## src/rtl/col_seq_pkg.sv

```systemverilog
package col_seq_pkg;

    typedef enum logic {
        SEQ_IDLE = 1'b0,
        SEQ_RUN  = 1'b1
    } seq_state_e;

    localparam logic [2:0] LEN_CODE_FULL = 3'b111;

    // log2 of the fixed burst length; reserved codes fall back to one beat
    function automatic int unsigned len_log2(input logic [2:0] code);
        unique case (code)
            3'b001:  return 1;
            3'b010:  return 2;
            3'b011:  return 3;
            default: return 0;
        endcase
    endfunction

endpackage

```

## src/rtl/col_seq_beat_ctr.sv

```systemverilog
module col_seq_beat_ctr #(
    parameter int COL_W = 9
) (
    input  logic             clk,
    input  logic             rst_n,
    input  logic             clr,
    input  logic             adv,
    output logic [COL_W-1:0] beat
);

    always_ff @(posedge clk or negedge rst_n) begin
        if (!rst_n) begin
            beat <= '0;
        end else if (clr) begin
            beat <= '0;
        end else if (adv) begin
            beat <= beat + 1'b1;
        end
    end

endmodule

```

## src/rtl/col_seq_order.sv

```systemverilog
module col_seq_order #(
    parameter int COL_W = 9
) (
    input  logic [COL_W-1:0] base,
    input  logic [COL_W-1:0] mask,
    input  logic [COL_W-1:0] beat,
    input  logic             ilv,
    output logic [COL_W-1:0] col
);

    logic [COL_W-1:0] low_bits;

    always_comb begin
        low_bits = ilv ? (base ^ beat) : (base + beat);
        col      = (base & ~mask) | (low_bits & mask);
    end

endmodule

```

## src/rtl/sdram_col_seq.sv

```systemverilog
module sdram_col_seq #(
    parameter int COL_W = 9
) (
    input  logic             clk,
    input  logic             rst_n,
    input  logic             start_i,
    input  logic [COL_W-1:0] start_col_i,
    input  logic [2:0]       len_code_i,
    input  logic             ilv_i,
    input  logic             stop_i,
    output logic [COL_W-1:0] col_o,
    output logic             valid_o,
    output logic             last_o
);
    import col_seq_pkg::*;

    localparam logic [COL_W-1:0] FULL_MASK = '1;

    seq_state_e       state_q, state_d;
    logic [COL_W-1:0] base_q, mask_q, mask_d, beat;
    logic             ilv_q, full_q, full_d, at_end, running;

    always_comb begin
        full_d = (len_code_i == LEN_CODE_FULL);
        mask_d = full_d ? FULL_MASK
                        : COL_W'((32'd1 << len_log2(len_code_i)) - 32'd1);
    end

    always_ff @(posedge clk or negedge rst_n) begin
        if (!rst_n) begin
            base_q <= '0;
            mask_q <= '0;
            ilv_q  <= 1'b0;
            full_q <= 1'b0;
        end else if (start_i) begin
            base_q <= start_col_i;
            mask_q <= mask_d;
            ilv_q  <= ilv_i && !full_d;
            full_q <= full_d;
        end
    end

    assign running = (state_q == SEQ_RUN);
    assign at_end  = !full_q && (beat == mask_q);

    // next-state logic
    always_comb begin
        state_d = state_q;
        unique case (state_q)
            SEQ_IDLE: if (start_i) state_d = SEQ_RUN;
            SEQ_RUN: begin
                if (start_i)                 state_d = SEQ_RUN;
                else if (stop_i || at_end)   state_d = SEQ_IDLE;
            end
            default: state_d = SEQ_IDLE;
        endcase
    end

    // state register
    always_ff @(posedge clk or negedge rst_n) begin
        if (!rst_n) state_q <= SEQ_IDLE;
        else        state_q <= state_d;
    end

    col_seq_beat_ctr #(.COL_W(COL_W)) u_beat (
        .clk  (clk),
        .rst_n(rst_n),
        .clr  (start_i),
        .adv  (running),
        .beat (beat)
    );

    col_seq_order #(.COL_W(COL_W)) u_order (
        .base(base_q),
        .mask(mask_q),
        .beat(beat),
        .ilv (ilv_q),
        .col (col_o)
    );

    // outputs
    always_comb begin
        valid_o = 1'b0;
        last_o  = 1'b0;
        unique case (state_q)
            SEQ_IDLE: ;
            SEQ_RUN: begin
                valid_o = 1'b1;
                last_o  = at_end || stop_i;
            end
            default: ;
        endcase
    end

endmodule

```

## config.mk

```make
export PLATFORM = sky130hd
export DESIGN_NAME = sdram_col_seq
export DESIGN_NICKNAME = d
export VERILOG_FILES = /design/src/rtl/col_seq_pkg.sv /design/src/rtl/col_seq_beat_ctr.sv /design/src/rtl/col_seq_order.sv /design/src/rtl/sdram_col_seq.sv
export SDC_FILE = /design/constraint.sdc
export NUM_CORES = 1
export LEC_CHECK = 0
export BUFFER_PORTS_ARGS = -buffer_cell sky130_fd_sc_hd__buf_2
export CAP_MARGIN = 40
export CELL_PAD_IN_SITES_DETAIL_PLACEMENT = 0
export CELL_PAD_IN_SITES_GLOBAL_PLACEMENT = 1
export CORE_MARGIN = 2
export CORE_UTILIZATION = 46
export CTS_CLUSTER_SIZE = 8
export DETAILED_ROUTE_END_ITERATION = 8
export PLACE_DENSITY = 0.92
export SYNTH_ARGS = -nofsm -noshare
export SYNTH_HDL_FRONTEND = slang
export SYNTH_HIERARCHICAL = 1
export SYNTH_SLANG_ARGS = --single-unit
```

## constraint.sdc

```tcl
create_clock -name clk -period 5.3 [get_ports clk]
set_input_delay 1.59 -clock clk [delete_from_list [all_inputs] [get_ports clk]]
set_output_delay 1.59 -clock clk [all_outputs]
set_load 0.05 [all_outputs]
```

# Word-level counts from Yosys, hierarchy flattened
# Index checks and enable logic that the tools add are counted.
# W data, S select, Z words.
[word_totals] reg_bits=30 in_bits=17 out_inout_bits=11 elab_cells=38
[op_classes] addsub=3 n_eq_ne=5 shifts=1 muxes=11 bitwise=6 reduce_logical=6
[ops] op="$mux W9" count=4
[ops] op="$and A9 B9 Y9" count=2
[ops] op="$add A9 B1 Y9 const B" count=1
[ops] op="$add A9 B9 Y9" count=1
[ops] op="$eq A9 B9 Y1" count=1
[ops] op="$not A9 Y9" count=1
[ops] op="$or A9 B9 Y9" count=1
[ops] op="$shl A1 B2 Y9 const A" count=1
[ops] op="$sub A9 B1 Y9 const B" count=1
[ops] op="$xor A9 B9 Y9" count=1
[ops] op="$eq A3 B2 Y1 const B" count=2
[ops] op="$pmux W2 S3" count=1
[ops] op="$mux W1" count=5
[ops] op="$eq A3 B1 Y1 const B" count=1
[ops] op="$eq A3 B3 Y1 const B" count=1
[ops] op="$logic_and A1 B1 Y1" count=2
[ops] op="$logic_not A1 Y1" count=2
[ops] op="$pmux W1 S2" count=1
[ops] op="$reduce_bool A2 Y1" count=1
[ops] op="$logic_or A1 B1 Y1" count=1
[ops] op="$not A1 Y1" count=1

# Longest topological paths before layout
# Gate-level depths: netlist of the first run.
[logic_depth] ltp_word=6 ltp_mapped=8 depth_no_buf=8

# Modules after synthesis
# Netlist of the first run, hierarchy kept.
[by_module_without_submodules] module="sdram_col_seq" instances=1 cells_each=54 area_each_um2=643.1 seq_area_each_um2=375.4
[by_module_without_submodules] module="col_seq_order" instances=1 cells_each=67 area_each_um2=519.2 seq_area_each_um2=0.0
[by_module_without_submodules] module="col_seq_beat_ctr" instances=1 cells_each=43 area_each_um2=459.2 seq_area_each_um2=225.2

# Least setup slack after synthesis of the first run
# No wires, ideal clock.
[synth_timing] kind="flip-flop to output port" from="reg u_beat.beat[0]" to="out col_o[8]" t_arrival_ps=2556 required_ps=3710 path_slack_ps=1154 path_stages_with_launch=9 n_path_buf=0 path_cell_list="dfrtp_1 -> ha_1 -> inv_1 -> fa_1 -> nand2b_1 -> a211oi_2 -> a21oi_1 -> o211ai_1 -> xor2_1"
[synth_via] elab_chain_len=4
[synth_rtl] element="from (decl)" line="col_seq_beat_ctr.sv:8" text="output logic [COL_W-1:0] beat"
[synth_rtl] element="from (signal assigned)" line="col_seq_beat_ctr.sv:17" text="beat <= beat + 1'b1;"
[synth_rtl] element="$add A9 B9 Y9" line="col_seq_order.sv:14" text="low_bits = ilv ? (base ^ beat) : (base + beat);"
[synth_rtl] element="$mux W9" line="col_seq_order.sv:14"
[synth_rtl] element="$and A9 B9 Y9" line="col_seq_order.sv:15" text="col = (base & ~mask) | (low_bits & mask);"
[synth_rtl] element="$or A9 B9 Y9" line="col_seq_order.sv:15"
[synth_rtl] element="to (decl)" line="sdram_col_seq.sv:11" text="output logic [COL_W-1:0] col_o,"
# Every way passes these cells.

# Worst setup path in the final report of the first run
# Ends and elaborated chain as after synthesis.

==> results.yml, run 1 <==
run_status:
  status: "finished, final reports clean"
min_path:
  hp-start: "base_q[8]"
  hold_path_class: "reg2reg"
  whs_path_depth: 1
  min_to: "base_q[8]"
yosys:
  synthArstFlopShare_pct: 100.0
  syn-cell-area_sq_um: 1622
  ys_ff_latch: 24
  synth_area_leaders: "dfrtp_1 (37%), mux2_2 (8.3%), ha_1 (6.9%)"
  synth.top_cell.area_share_pct: 37.04
  synth_nets: 191
  yosysTopAreaCell: "dfrtp_1"
  synth_edf_count: 0
  avgSynthCellArea_sq_um: 9.888
  synth-main-ff-cell: "dfrtp_1"
  synthCells: 164
  synth_seq_area_share_pct: 37.04
  synth_cell_types: 41
  yosys_warnings: 6
timing:
  tightest_slew_ns: 0.5758
  worst_hold_slack_ns: 0.5571
  finalCritPeriodShare_pct: 82.37
  fmax_ghz: 0.2291
  fin_tns_setup_ns: 0
  finalCriticalPeriod_ns: 4.366
  hold_viol: 0
  rsz0062_at_grt: "false"
  slew_headroom_pct: 61.61
  setup_viol: 0
  setup_ws_ns: 0.9342
  skew_ns: 0.001507
  slew_violations: 0
global_route:
  antenna_found_initial: 0
  grt_max_degree: 30
  grt_pass1_wl_mm: 6.030
  grt_pass1_vias: 1289
  grtUsageTotal_pct: 18.79
  grt_overflow_total: 0
floorplanning:
  start_util_pct: 48.21
  dieArea_sq_um: 4016
  placeableCoreArea_sq_um: 3363
  die_h_um: 63.37
  fp-row-count: 21
  ios: 28
  die_x_um: 63.37
routing:
  wirelength_mm: 3.309
  via_count: 1284
  dr.first_iter.drc_count: 69
  dr.pass1.iters: 4
  remaining_drc_errors: 0
  wl_per_cell_um: 14.02
  ant_nets: 0
  via_per_inst: 5.441
place:
  dp.cells: 232
  io_buffers: 27
  pre_cts_slack_ns: 1.315
  place.gp.congestion: 0.7992
  dpl.hpwl_mm: 2.431
layout:
  diodes: 0
  nFillCells: 326
  syn_to_final_growth_pct: 12.96
  final_nets: 218
  stdcell_count: 236
  drive_gt1_share_pct: 27.37
power:
  p_leak_nw: 0.8170
  pwr-share-seq_pct: 42.8
  p_sw_w: 0.0001801
  p_int_w: 0.0003296
  finalPower_w: 0.0005097
  pwr-share-comb_pct: 29.9
  peakVddDrop_uv: 158.3
  power_frac_clock_pct: 27.2
  powerDensity_nw_per_um2: 278.3
  swShare_pct: 35.34
cts:
  numCtsBuffers: 3
  cts_root_buffer: "clkbuf_4"
  cts_tree: "done"
  postCtsSetupBuffers: 0
  clk_pin_slew_worst_paths_ns: 0.15
  clk_latency_ns: 0.33
  h-tree-depth: 1
  hold_buffers: 0
  postCtsResizedCells: 0
  clkSinkCount: 24
  clockBufferDepth: 2
setup_path:
  critical_path.slowest_cell: "dfrtp_1"
  r2r_end: "running"
  cp-start-kind: "register"
  ff2ff_path_depth: 4
  end_kind: "output port"
  path_class: "reg2out"
  worstReg2RegStart: "mask_q[7]"
  worst-path-max-fanout: 6
  r2r_slack_ns: 3.53
  worst_path_largest_cell_delay_ns: 0.49
  worstPathRequired_ns: 3.71
  critPathArrivalTime_ns: 2.78
  cp_cell_sequence: "ha_1 -> inv_1 -> fa_1 -> nand2b_1 -> a211oi_2 -> a21oi_1 -> o211ai_1 -> xor2_1 -> buf_2"
job:
  maxCapViolCount: 0
==> kinds of logic after synthesis <==
group / count (synthesis) / synth area share, %
AOI/OAI and AO/OA: 36 / 16.59
xor gates and xnor gates: 14 / 7.562
adders and majority gates: 10 / 8.179
buffers and inverters: 18 / 5.169
DFF: 24 / 37.04
muxes: 15 / 10.49
and+or+nand+nor: 47 / 14.97
==> critical path: cells and delay by family (launching register included) <==
kind,cells,cell delay [ns]
adder cells (fa/ha/maj),2,0.63
flip-flops,1,0.49
AO/OA/AOI/OAI,3,0.66
buffers and inverters,2,0.35
AND/OR/NAND/NOR,1,0.17
XOR/XNOR,1,0.16
==> area by class of cell <==
type,count,area (sq um),area share [%]
Multi-Input combinational cell,122,937.1,51.16
Sequential cell,24,600.6,32.79
Timing Repair Buffer,27,135.1,7.377
Tap cell,46,57.56,3.142
Inverter,13,48.80,2.664
Clock inverter,1,30.03,1.639
Clock buffer,3,22.52,1.230
==> metrics by stage <==
step / instance area, sq um / utilization (%)
6_report: 1832 / 54.46
5_1_grt: 1832 / 54.46
4_1_cts: 1832 / 54.46
3_5_place_dp: 1779 / 52.90
3_3_place_gp: 1779 / 52.90
2_1_floorplan: 1622 / -
==> placed cells by master, fill, tap and decap left out, types with 4 or more instances in the layout <==
master / n
a21oi_1: 10
ha_1: 9
xnor2_1: 7
nand2_1: 7
nor2_1: 16
dfrtp_1: 24
inv_1: 13
mux2_2: 12
xor2_1: 7
buf_2: 27
nand3_1: 6
or4_1: 4
o21ai_0: 8
==> routing by layer <==
| metal | share of wire, % | routed length (um) | track usage [%] |
|---|---|---|---|
| met4 | 0.85 | 28 | 4.076 |
| met1 | 45 | 1504 | 25.11 |
| met3 | 4.4 | 147 | 2.679 |
| met2 | 49 | 1629 | 32.24 |
| met5 | 0 | 0 | 0 |
==> power groups by stage <==
stage / registers [W] / clock network [W] / logic (W)
2_1_floorplan: 0.000216 / 0 / 0.000121
3_3_place_gp: 0.000221 / 0 / 0.000149
3_5_place_dp: 0.000222 / 0 / 0.000152
4_1_cts: 0.000219 / 0.000140 / 0.000154
5_1_grt: 0.000222 / 0.000151 / 0.000169
6_report: 0.000218 / 0.000139 / 0.000153
==> cells in the mapped netlist, drive strengths merged (6+ instances only) <==
cell type  number
a21oi          10
ha              9
mux2           13
nand3           6
inv            13
dfrtp          24
xor2            7
o21ai           8
xnor2           7
nand2           7
nor2           16
==> worst max path at each step <==
stage,from,to,slack (ns),depth (start not counted)
after global placement,u_beat/beat[0],col_o[8],1.40,9
final,u_beat/beat[0],col_o[8],0.93,9
after detailed placement,u_beat/beat[0],col_o[8],1.32,9
after floorplan,u_beat/beat[0],col_o[8],1.15,8
after CTS,u_beat/beat[0],col_o[8],0.92,9
after global routing,u_beat/beat[0],col_o[8],0.68,9
==> flip-flops by register name, indices dropped and copies added, names as in the netlist <==
signal	count
base_q	9
running	1
mask_q	4
u_beat/beat	9
ilv_q	1
(Power assumes the default switching activity.)
==> inputs of run 2 (changes only) <==
CORE_UTILIZATION = 39   (was 46)
PLACE_DENSITY = 0.84   (was 0.92)
clock period = 3.9 ns   (was 5.3 ns; I/O delays follow)
==> run 2 against run 1 <==
Count of clock-buffer cells in the layout grew 1. Sequential power grew 36%. Largest cell class unchanged. Non-clock buffer count grew 1.
==> results.yml, run 2 (synthesis results as in run 1) <==
timing:
  rsz0062_at_grt: "false"
  finalCriticalPeriod_ns: 3.725
  finalCritPeriodShare_pct: 95.52
  fmax_ghz: 0.2684
  hold_viol: 0
  slew_headroom_pct: 63.37
  tightest_slew_ns: 0.5494
  setup_viol: 0
  skew_ns: 0.002677
  worst_hold_slack_ns: 0.5422
  fin_tns_setup_ns: 0
  slew_violations: 0
power:
  p_int_w: 0.0004352
  powerDensity_nw_per_um2: 362.1
  pwr-share-seq_pct: 44.1
  pwr-share-comb_pct: 30.9
  power_frac_clock_pct: 25.0
  peakVddDrop_uv: 222.6
  p_leak_nw: 0.8220
  swShare_pct: 35.31
  p_sw_w: 0.0002375
cts:
  h-tree-depth: 1
  clk_latency_ns: 0.26
  cts_root_buffer: "clkbuf_8"
  postCtsSetupBuffers: 0
  numCtsBuffers: 3
  clkSinkCount: 24
  clk_pin_slew_worst_paths_ns: 0.09
  cts_tree: "done"
  clockBufferDepth: 2
layout:
  syn_to_final_growth_pct: 14.58
  postLayoutCellArea_sq_um: 1858
  drive_gt1_share_pct: 28.27
  largestRegisters: "base_q: 9 flops, u_beat/beat: 9 flops, mask_q: 4 flops"
  final_nets: 219
  nFillCells: 392
  diodes: 0
  layout_common_cells: "buf_2 (26), dfrtp_1 (23), nor2_1 (16)"
  final_common_cell: "buf_2"
  stdcell_count: 241
routing:
  wl_per_cell_um: 13.34
  remaining_drc_errors: 0
  via_per_inst: 5.216
  ant_nets: 0
  wirelength_mm: 3.216
  dr.pass1.iters: 4
  via_count: 1257
  dr.first_iter.drc_count: 60
setup_path:
  worstPathRequired_ns: 2.73
  ff2ff_path_depth: 4
  path_class: "reg2out"
  worst-path-max-fanout: 6
  r2r_end: "running"
  worstReg2RegStart: "mask_q[7]"
  r2r_slack_ns: 2.17
  cp-start-kind: "register"
  end_kind: "output port"
  critPathArrivalTime_ns: 2.56
global_route:
  grt_max_degree: 30
  grt_pass1_vias: 1186
  grt_overflow_total: 0
  grt_pass1_wl_mm: 5.478
  antenna_found_initial: 0
  grtUsageTotal_pct: 15.32
min_path:
  hold_path_class: "reg2reg"
  hp-start: "base_q[0]"
  whs_path_depth: 1
  min_to: "base_q[0]"
floorplanning:
  ios: 28
  die_h_um: 68.48
  start_util_pct: 40.54
  placeableCoreArea_sq_um: 4000
  dieArea_sq_um: 4690
  fp-row-count: 23
  die_x_um: 68.48
place:
  io_buffers: 27
  place.gp.congestion: 0.7952
  dp.cells: 237
  dpl.hpwl_mm: 2.353
  postPlaceCellArea_sq_um: 1792
job:
  maxCapViolCount: 0
run_status:
  status: "finished, final reports clean"
run 2: worst max-delay path by stage:
stage                    from       end  slack [ns]
6_report       u_beat/beat[0]  col_o[6]        0.17
5_1_grt        u_beat/beat[0]  col_o[8]        0.02
4_1_cts        u_beat/beat[0]  col_o[8]        0.04
3_5_place_dp   u_beat/beat[0]  col_o[8]        0.35
3_3_place_gp   u_beat/beat[0]  col_o[8]        0.38
2_1_floorplan  u_beat/beat[0]  col_o[8]        0.17
run 2: power by group through the flow:
| stage | Sequential [W] | Clock (W) | Combinational (W) |
|---|---|---|---|
| floorplan | 0.000294 | 0 | 0.000165 |
| global placement | 0.000301 | 0 | 0.000207 |
| detailed placement | 0.000302 | 0 | 0.000206 |
| CTS | 0.000297 | 0.000174 | 0.000208 |
| global route | 0.000301 | 0.000187 | 0.000228 |
| finish | 0.000297 | 0.000168 | 0.000208 |
run 2: area by class of cell:
cell class | instances | area (sq um) | area share, %
Tap cell | 50 | 62.56 | 3.367
Clock buffer | 4 | 55.05 | 2.963
Inverter | 13 | 48.80 | 2.626
Sequential cell | 24 | 601.8 | 32.39
Timing Repair Buffer | 28 | 145.1 | 7.811
Multi-Input combinational cell | 122 | 944.7 | 50.84
run 2: what timing repair did:
action | CTS | global route
gates resized for setup | 0 | 4
setup endpoints to repair | 0 | 2
hold buffers | 0 | 0
run 2: critical path, cell delays in order (launching register included):
cell      delay [ns]
dfrtp_2         0.43
ha_1            0.20
inv_1           0.07
fa_1            0.38
nand2b_1        0.19
a211oi_4        0.30
a31oi_1         0.14
xnor2_1         0.14
mux2_2          0.25
buf_2           0.21
run 2: metal layers:
layer  GRT usage (%)  wire, um  vias to the layer above
li1                -         -                      636
met2           24.16      1464                       28
met5               0         0                        -
met4           3.000        11                        0
met3           2.796       130                        2
met1           21.86      1610                      591
run 2: stage by stage:
| stage | setup slack, ns | utilization (%) | power (W) |
|---|---|---|---|
| 6_report | 0.1746 | 46.45 | 0.0006727 |
| 5_1_grt | 0.02283 | 46.45 | 0.0007158 |
| 4_1_cts | 0.03928 | 46.17 | 0.0006787 |
| 3_5_place_dp | 0.3494 | 44.79 | 0.0005079 |
| 3_3_place_gp | 0.3834 | 44.79 | 0.0005073 |
| 2_1_floorplan | 0.1737 | - | 0.0004590 |
